===== src/rtl/alu3_pkg.sv =====
package alu3_pkg;

    // result source chosen by the lower two function bits
    typedef enum logic [1:0] {
        SEL_AND  = 2'b00,
        SEL_OR   = 2'b01,
        SEL_SUM  = 2'b10,
        SEL_SIGN = 2'b11
    } out_sel_e;

    // the one code with no defined function
    localparam logic [2:0] FN_RSVD = 3'b011;

endpackage


===== src/rtl/alu3_b_cond.sv =====
module alu3_b_cond #(
    parameter int W = 32
) (
    input  logic [W-1:0] op_b,
    input  logic         invert,
    output logic [W-1:0] b_eff,
    output logic         carry_in
);
    always_comb begin
        b_eff    = invert ? ~op_b : op_b;
        carry_in = invert;
    end
endmodule


===== src/rtl/alu3_bitwise.sv =====
module alu3_bitwise #(
    parameter int W = 32
) (
    input  logic [W-1:0] a,
    input  logic [W-1:0] b,
    output logic [W-1:0] and_v,
    output logic [W-1:0] or_v
);
    always_comb begin
        and_v = a & b;
        or_v  = a | b;
    end
endmodule


===== src/rtl/alu3_prefix_adder.sv =====
module alu3_prefix_adder #(
    parameter int W = 32
) (
    input  logic [W-1:0] a,
    input  logic [W-1:0] b,
    input  logic         cin,
    output logic [W-1:0] sum
);
    // carries into bits 1..W-1 depend only on bits 0..W-2
    localparam int N  = W - 1;
    localparam int LV = (N > 1) ? $clog2(N) : 0;

    logic [N-1:0] gen_l [LV+1];
    logic [N-1:0] prp_l [LV+1];
    logic [W-1:0] carry_vec;

    assign gen_l[0] = a[N-1:0] & b[N-1:0];
    assign prp_l[0] = a[N-1:0] | b[N-1:0];

    // Kogge-Stone style levels, span doubles each stage
    for (genvar lv = 0; lv < LV; lv++) begin : g_level
        localparam int D = 1 << lv;
        localparam logic [N-1:0] LOWMASK = {N{1'b1}} >> (N - D);
        assign gen_l[lv+1] = gen_l[lv] | (prp_l[lv] & (gen_l[lv] << D));
        assign prp_l[lv+1] = prp_l[lv] & ((prp_l[lv] << D) | LOWMASK);
    end

    assign carry_vec = {gen_l[LV] | (prp_l[LV] & {N{cin}}), cin};
    assign sum       = a ^ b ^ carry_vec;
endmodule


===== src/rtl/alu3_core.sv =====
module alu3_core #(
    parameter int W = 32
) (
    input  logic [W-1:0] op_a,
    input  logic [W-1:0] op_b,
    input  logic [2:0]   func,
    output logic [W-1:0] result,
    output logic         zero
);
    import alu3_pkg::*;

    typedef struct packed {
        logic [W-1:0] y;
        logic         z;
    } out_t;

    logic [W-1:0] b_eff;
    logic         cin;
    logic [W-1:0] and_v;
    logic [W-1:0] or_v;
    logic [W-1:0] sum_v;
    out_sel_e     sel;
    out_t         out_d;

    alu3_b_cond #(.W(W)) u_bcond (
        .op_b     (op_b),
        .invert   (func[2]),
        .b_eff    (b_eff),
        .carry_in (cin)
    );

    alu3_bitwise #(.W(W)) u_bitw (
        .a     (op_a),
        .b     (b_eff),
        .and_v (and_v),
        .or_v  (or_v)
    );

    alu3_prefix_adder #(.W(W)) u_add (
        .a   (op_a),
        .b   (b_eff),
        .cin (cin),
        .sum (sum_v)
    );

    assign sel = out_sel_e'(func[1:0]);

    always_comb begin
        out_d.y = '0;
        unique case (sel)
            SEL_AND:  out_d.y = and_v;
            SEL_OR:   out_d.y = or_v;
            SEL_SUM:  out_d.y = sum_v;
            SEL_SIGN: out_d.y = {{(W-1){1'b0}}, sum_v[W-1]};
        endcase
        if (func == FN_RSVD) begin
            out_d.y = '0;
        end
        out_d.z = (out_d.y == '0);
    end

    assign result = out_d.y;
    assign zero   = out_d.z;
endmodule


===== config.mk =====
export PLATFORM = sky130hd
export DESIGN_NAME = alu3_core
export DESIGN_NICKNAME = d
export VERILOG_FILES = /design/src/rtl/alu3_pkg.sv /design/src/rtl/alu3_b_cond.sv /design/src/rtl/alu3_bitwise.sv /design/src/rtl/alu3_prefix_adder.sv /design/src/rtl/alu3_core.sv
export SDC_FILE = /design/constraint.sdc
export NUM_CORES = 1
export LEC_CHECK = 0
export BUFFER_PORTS_ARGS = -buffer_cell sky130_fd_sc_hd__buf_2
export CAP_MARGIN = 0
export CORE_AREA = 5 5 89 91
export DETAILED_ROUTE_END_ITERATION = 6
export DIE_AREA = 0 0 94 96
export PLACE_DENSITY_LB_ADDON = 0.1
export SETUP_SLACK_MARGIN = 0.5
export SLEW_MARGIN = 20
export SYNTH_ARGS = -nofsm -noshare
export SYNTH_HDL_FRONTEND = slang
export SYNTH_SLANG_ARGS = --single-unit
export TNS_END_PERCENT = 30

===== constraint.sdc =====
create_clock -name vclk -period 9.6
set_input_delay 1.92 -clock vclk [all_inputs]
set_output_delay 1.92 -clock vclk [all_outputs]
set_load 0.02 [all_outputs]

# Word-level counts from Yosys, hierarchy flattened
# Index checks and enable logic that the tools add are counted.
# Widths: inputs -> output; s select.
dict set report totals {
  inputBits 67
  elab_cells 33
  regBits 0
}
dict set report classes {
  eq_ne 4
  bitwise_logic 24
  muxes 3
  reduce_logical 2
}
# operator count
set ops {}
lappend ops {{$and 31x31->31} 12}
lappend ops {{$or 31x31->31} 7}
lappend ops {{$pmux 32 s4} 1}
lappend ops {{$mux 32} 2}
lappend ops {{$xor 32x32->32} 2}
lappend ops {{$and 32x32->32} 1}
lappend ops {{$logic_not 32->1} 1}
lappend ops {{$not 32->32} 1}
lappend ops {{$or 32x32->32} 1}
lappend ops {{$eq 2x2->1 const B} 2}
lappend ops {{$eq 3x2->1 const B} 1}
lappend ops {{$eq 2x1->1 const B} 1}
lappend ops {{$logic_not 2->1} 1}

# Depth between registers and ports, before layout
dict set report depth {
  ltp_word 18
  mapped_depth 18
  ltp_nobuf 14
}

# Hierarchy
# From an unflattened synthesis, not the netlist that was laid out.
dict set report unflattened {
  hier_cells 570
  area_unflattened_um2 4162.7
}
# mod instances cells_each area_each_um2
set by_module_without_submodules {}
lappend by_module_without_submodules {alu3_prefix_adder 1 376 2590.0}
lappend by_module_without_submodules {alu3_core 1 93 773.2}
lappend by_module_without_submodules {alu3_bitwise 1 64 440.4}
lappend by_module_without_submodules {alu3_b_cond 1 37 359.1}

# Worst setup path before layout
# No wires, ideal clock.
dict set report synth_path {
  path_kind {input port to output port}
  start {input func[2]}
  end {output zero}
  arrival_ns 6.455
  cell_stages 18
  path_slack_ns 1.225
  t_required_ns 7.680
  path_cell_list {buf_6 clkbuf_1 clkbuf_1 buf_1 xor2_1 inv_1 ha_1 inv_1 a221oi_1 and3b_1 o32ai_1 or4_1 or4b_1 nor4_2 nand3_1 nor4b_2 nand4b_1 nor4_2}
}
dict set report synth_between {
  word_cells_on_any_way 28
  cone_classes {eq/ne (1); mux (3); bitwise (23); reduce/logical (1)}
}
# element line_no
set synth_lines {}
lappend synth_lines {{start: declaration} alu3_core.sv:6} ;# input logic [2:0] func,
lappend synth_lines {{$mux 32} alu3_b_cond.sv:10} ;# b_eff = invert ? ~op_b : op_b;
lappend synth_lines {{$or 31x31->31 / $and 31x31->31 (equally long branches)} {alu3_prefix_adder.sv:18, alu3_prefix_adder.sv:17}}
lappend synth_lines {{$and 31x31->31} alu3_prefix_adder.sv:24} ;# assign gen_l[lv+1] = gen_l[lv] | (prp_l[lv] & (gen_l[lv] << D));
lappend synth_lines {{$or 31x31->31} alu3_prefix_adder.sv:24}
lappend synth_lines {{$and 31x31->31} alu3_prefix_adder.sv:24}
lappend synth_lines {{$or 31x31->31 (4 in series)} alu3_prefix_adder.sv:24}
lappend synth_lines {{$or 31x31->31} alu3_prefix_adder.sv:28} ;# assign carry_vec = {gen_l[LV] | (prp_l[LV] & {N{cin}}), cin};
lappend synth_lines {{$xor 32x32->32} alu3_prefix_adder.sv:29} ;# assign sum = a ^ b ^ carry_vec;
lappend synth_lines {{$pmux 32 s4} alu3_core.sv:50} ;# unique case (sel)
lappend synth_lines {{$mux 32 (*)} alu3_core.sv:56} ;# if (func == FN_RSVD) begin
lappend synth_lines {{net result[4]} alu3_core.sv:7} ;# output logic [W-1:0] result,
lappend synth_lines {{$logic_not 32->1 (*)} alu3_core.sv:59} ;# out_d.z = (out_d.y == '0);
lappend synth_lines {{end: declaration} alu3_core.sv:8} ;# output logic zero
# The timed path passes the listed nets; every way through them passes the cells marked *.

# Final worst setup path
dict set report layout_path {
  start {input func[2]}
  end {output zero}
}
dict set report layout_between {
  elab_chain_cells 17
  word_cells_on_any_way 28
  cone_classes {eq/ne (1); mux (3); bitwise (23); reduce/logical (1)}
}
# element line_no
set layout_rtl {}
lappend layout_rtl {{$mux 32} alu3_b_cond.sv:10}
lappend layout_rtl {{$or 31x31->31} alu3_prefix_adder.sv:18} ;# assign prp_l[0] = a[N-1:0] | b[N-1:0];
lappend layout_rtl {{$and 31x31->31} alu3_prefix_adder.sv:24}
lappend layout_rtl {{$or 31x31->31} alu3_prefix_adder.sv:24}
lappend layout_rtl {{$and 31x31->31} alu3_prefix_adder.sv:24}
lappend layout_rtl {{$or 31x31->31} alu3_prefix_adder.sv:24}
lappend layout_rtl {{$and 31x31->31} alu3_prefix_adder.sv:24}
lappend layout_rtl {{$or 31x31->31} alu3_prefix_adder.sv:24}
lappend layout_rtl {{$and 31x31->31} alu3_prefix_adder.sv:24}
lappend layout_rtl {{$or 31x31->31} alu3_prefix_adder.sv:24}
lappend layout_rtl {{$and 31x31->31} alu3_prefix_adder.sv:24}
lappend layout_rtl {{$or 31x31->31} alu3_prefix_adder.sv:24}
lappend layout_rtl {{$or 31x31->31} alu3_prefix_adder.sv:28}
lappend layout_rtl {{$xor 32x32->32} alu3_prefix_adder.sv:29}
lappend layout_rtl {{$pmux 32 s4} alu3_core.sv:50}
lappend layout_rtl {{$mux 32 (*)} alu3_core.sv:56}
lappend layout_rtl {{$logic_not 32->1 (*)} alu3_core.sv:59}
# Mark *: on every way between the ends. The rest lies on a longest branch, timed or not.

==> qor.yml <==
outcome:
  status: "finished clean"
worst_setup_path:
  cp_data_arrival_time_ps: 6540
  crit_start: "func[2]"
  cp_max_fo: 31
  cp-start-kind: "input port"
  worstSetupPathType: "input port to primary output"
  worstSetupEndpointType: "primary output"
  required_ps: 7680
finish:
  multi_input_area_um2: 3493
  clock_buffers: 0
  fin_util_pct: 62.71
  n_antenna_cell: 0
  register_area_um2: 0
  drive_gt1_share_pct: 18.86
  area_growth_pct: 15.24
  fill_cells: 710
  seq_cell_count: 0
  layout.nets: 791
floorplanning:
  rows: 31
  die_h_um: 96
  coreArea_um2: 7059
  ios: 100
  dieWidth_um: 94
  initial_core_util_pct: 54.41
  die-area_um2: 9024
sta:
  setup_tns_ps: 0
  finalCritPeriodShare_pct: 88.11
  worst_slew_margin_rel_pct: 35.82
  rsz0062_at_grt: "false"
  hold_viol: 0
  fmax_ghz: 0.1182
  period_minus_slack_ps: 8458
  final-setup-viol-count: 0
  worst_pin_slew_ps: 938.5
  slew_viol_final: 0
logic_synthesis:
  synth_cell_types: 64
  synth.area.top_cells: "ha_1 (18%), xor2_1 (8.0%), inv_1 (6.7%)"
  syn_avg_cell_area_um2: 6.577
  yosysMostFrequentCell: "inv_1"
  yosys.area.top_type: "ha_1"
  syn_area_um2: 3841
  yosysSeqAreaShare_pct: 0
  syn-num-nets: 705
  yosys-top-cells-count: "inv_1 (69), ha_1 (54), nor2_1 (50), o21ai_0 (39)"
  synth_cells: 584
  yosysWarnings: 0
  synth_top_area_share_pct: 17.59
global_routing:
  grt_overflow: 0
  grt_pass1_vias: 4446
  grt_pass1_wl_mm: 20.60
  antenna_found_initial: 0
  grt_max_degree: 47
  grt_use_total_pct: 27.64
power_and_ir_drop:
  vdd_drop_max_v: 0.00003931
  leakagePower_nw: 2.241
  power_density_nw_per_um2: 81.55
route:
  drc: 0
  drt-initial-drc-count: 322
  vias: 4619
  vias_per_cell: 6.022
  final_antenna_net_count: 0
  routed_wl_mm: 12.57
  first_pass_iters: 5
  wl_per_cell_um: 16.39
min_path:
  hold_start: "op_a[15]"
  min_path_type: "input port to primary output"
place:
  gp_congestion: 0.9512
  hpwlAfterDp_mm: 10.17
  io_buffers: 100
cts:
  cts_setup_buffers: 0
  cts-resized-gates: 0
  holdBufCountCts: 0
flow_run:
  maxCapViolCount: 0
==> report_power, final <==
part	total, W	switching (W)	internal (W)
sequential	0	0	0
clock	0	0	0
combinational	0.000361	0.000220	0.000141
total	0.000361	0.000220	0.000141
==> logic make-up after synthesis <==
kind of cell	count (synthesis)	share of synthesized area [%]
buf+inv	90	9.055
xor+xnor	48	11.14
mux	13	3.420
fa+ha+maj	54	17.59
compound gates	187	32.70
simple gates	192	26.09
==> routing by layer <==
layer / global-route usage (%) / share of wire (%) / vias up
li1: - / - / 2292
met5: 0 / 0 / -
met3: 1.486 / 6.5 / 32
met4: 8.303 / 3.0 / 0
met1: 35.60 / 43 / 2096
met2: 49.56 / 47 / 199
==> stage by stage <==
stage	hold slack (ps)	power, W	setup WS (ps)	std cells	cell area [um2]
CTS	4425	0.0003575	1216	767	4427
global route	4437	0.0003984	765.6	767	4427
floorplan	4109	0.0002569	1225	584	3841
finish	4426	0.0003610	1142	767	4427
global placement	4407	0.0003513	1390	767	4427
detailed placement	4423	0.0003551	1267	767	4427
==> cells in the final DEF (no fill, tap or decap), types with 4 or more instances in the layout <==
master	Yosys	routed
xnor2_1	12	12
a21o_1	11	11
or2_2	11	11
o22ai_1	15	15
a21oi_1	35	35
nor2b_1	6	6
nor2_1	50	50
inv_1	69	69
o32ai_1	7	7
nand4_1	6	6
mux2i_1	12	12
ha_1	54	54
o21a_1	6	6
nand3_1	14	14
a31oi_1	7	7
nor4_1	7	7
a211oi_1	10	10
o21ai_0	39	39
buf_2	2	100
and3_1	9	9
nand2b_1	17	17
o31ai_1	8	8
buf_4	0	4
o211ai_1	4	4
nand2_1	30	30
xor2_1	35	35
nor3_1	18	18
or3_1	10	10
==> critical path, cell delays in order <==
cell       delay (ps)
buf_2             650
xor2_1            250
inv_1              70
ha_1              230
nand2b_1          170
a2111oi_0         850
nor3_1            230
o21ai_1           300
a211o_1           290
a21o_1            300
o21ai_0           150
mux2i_1           160
a2111oi_0         390
nand4b_1          200
nor4_2            150
buf_2             200
==> worst paths after layout <==
| check | to | slack, ps | depth (start not counted) |
|---|---|---|---|
| setup / recovery | zero | 1140 | 16 |
| hold / removal | result[15] | 4430 | 4 |
==> layout make-up <==
cell class                 count  area share (%)
inverter                      69           5.851
multi-input combinational    494           78.91
tap                           99           2.798
timing repair buffer         105           12.44
No activity file was read; power rests on OpenSTA's default activity.
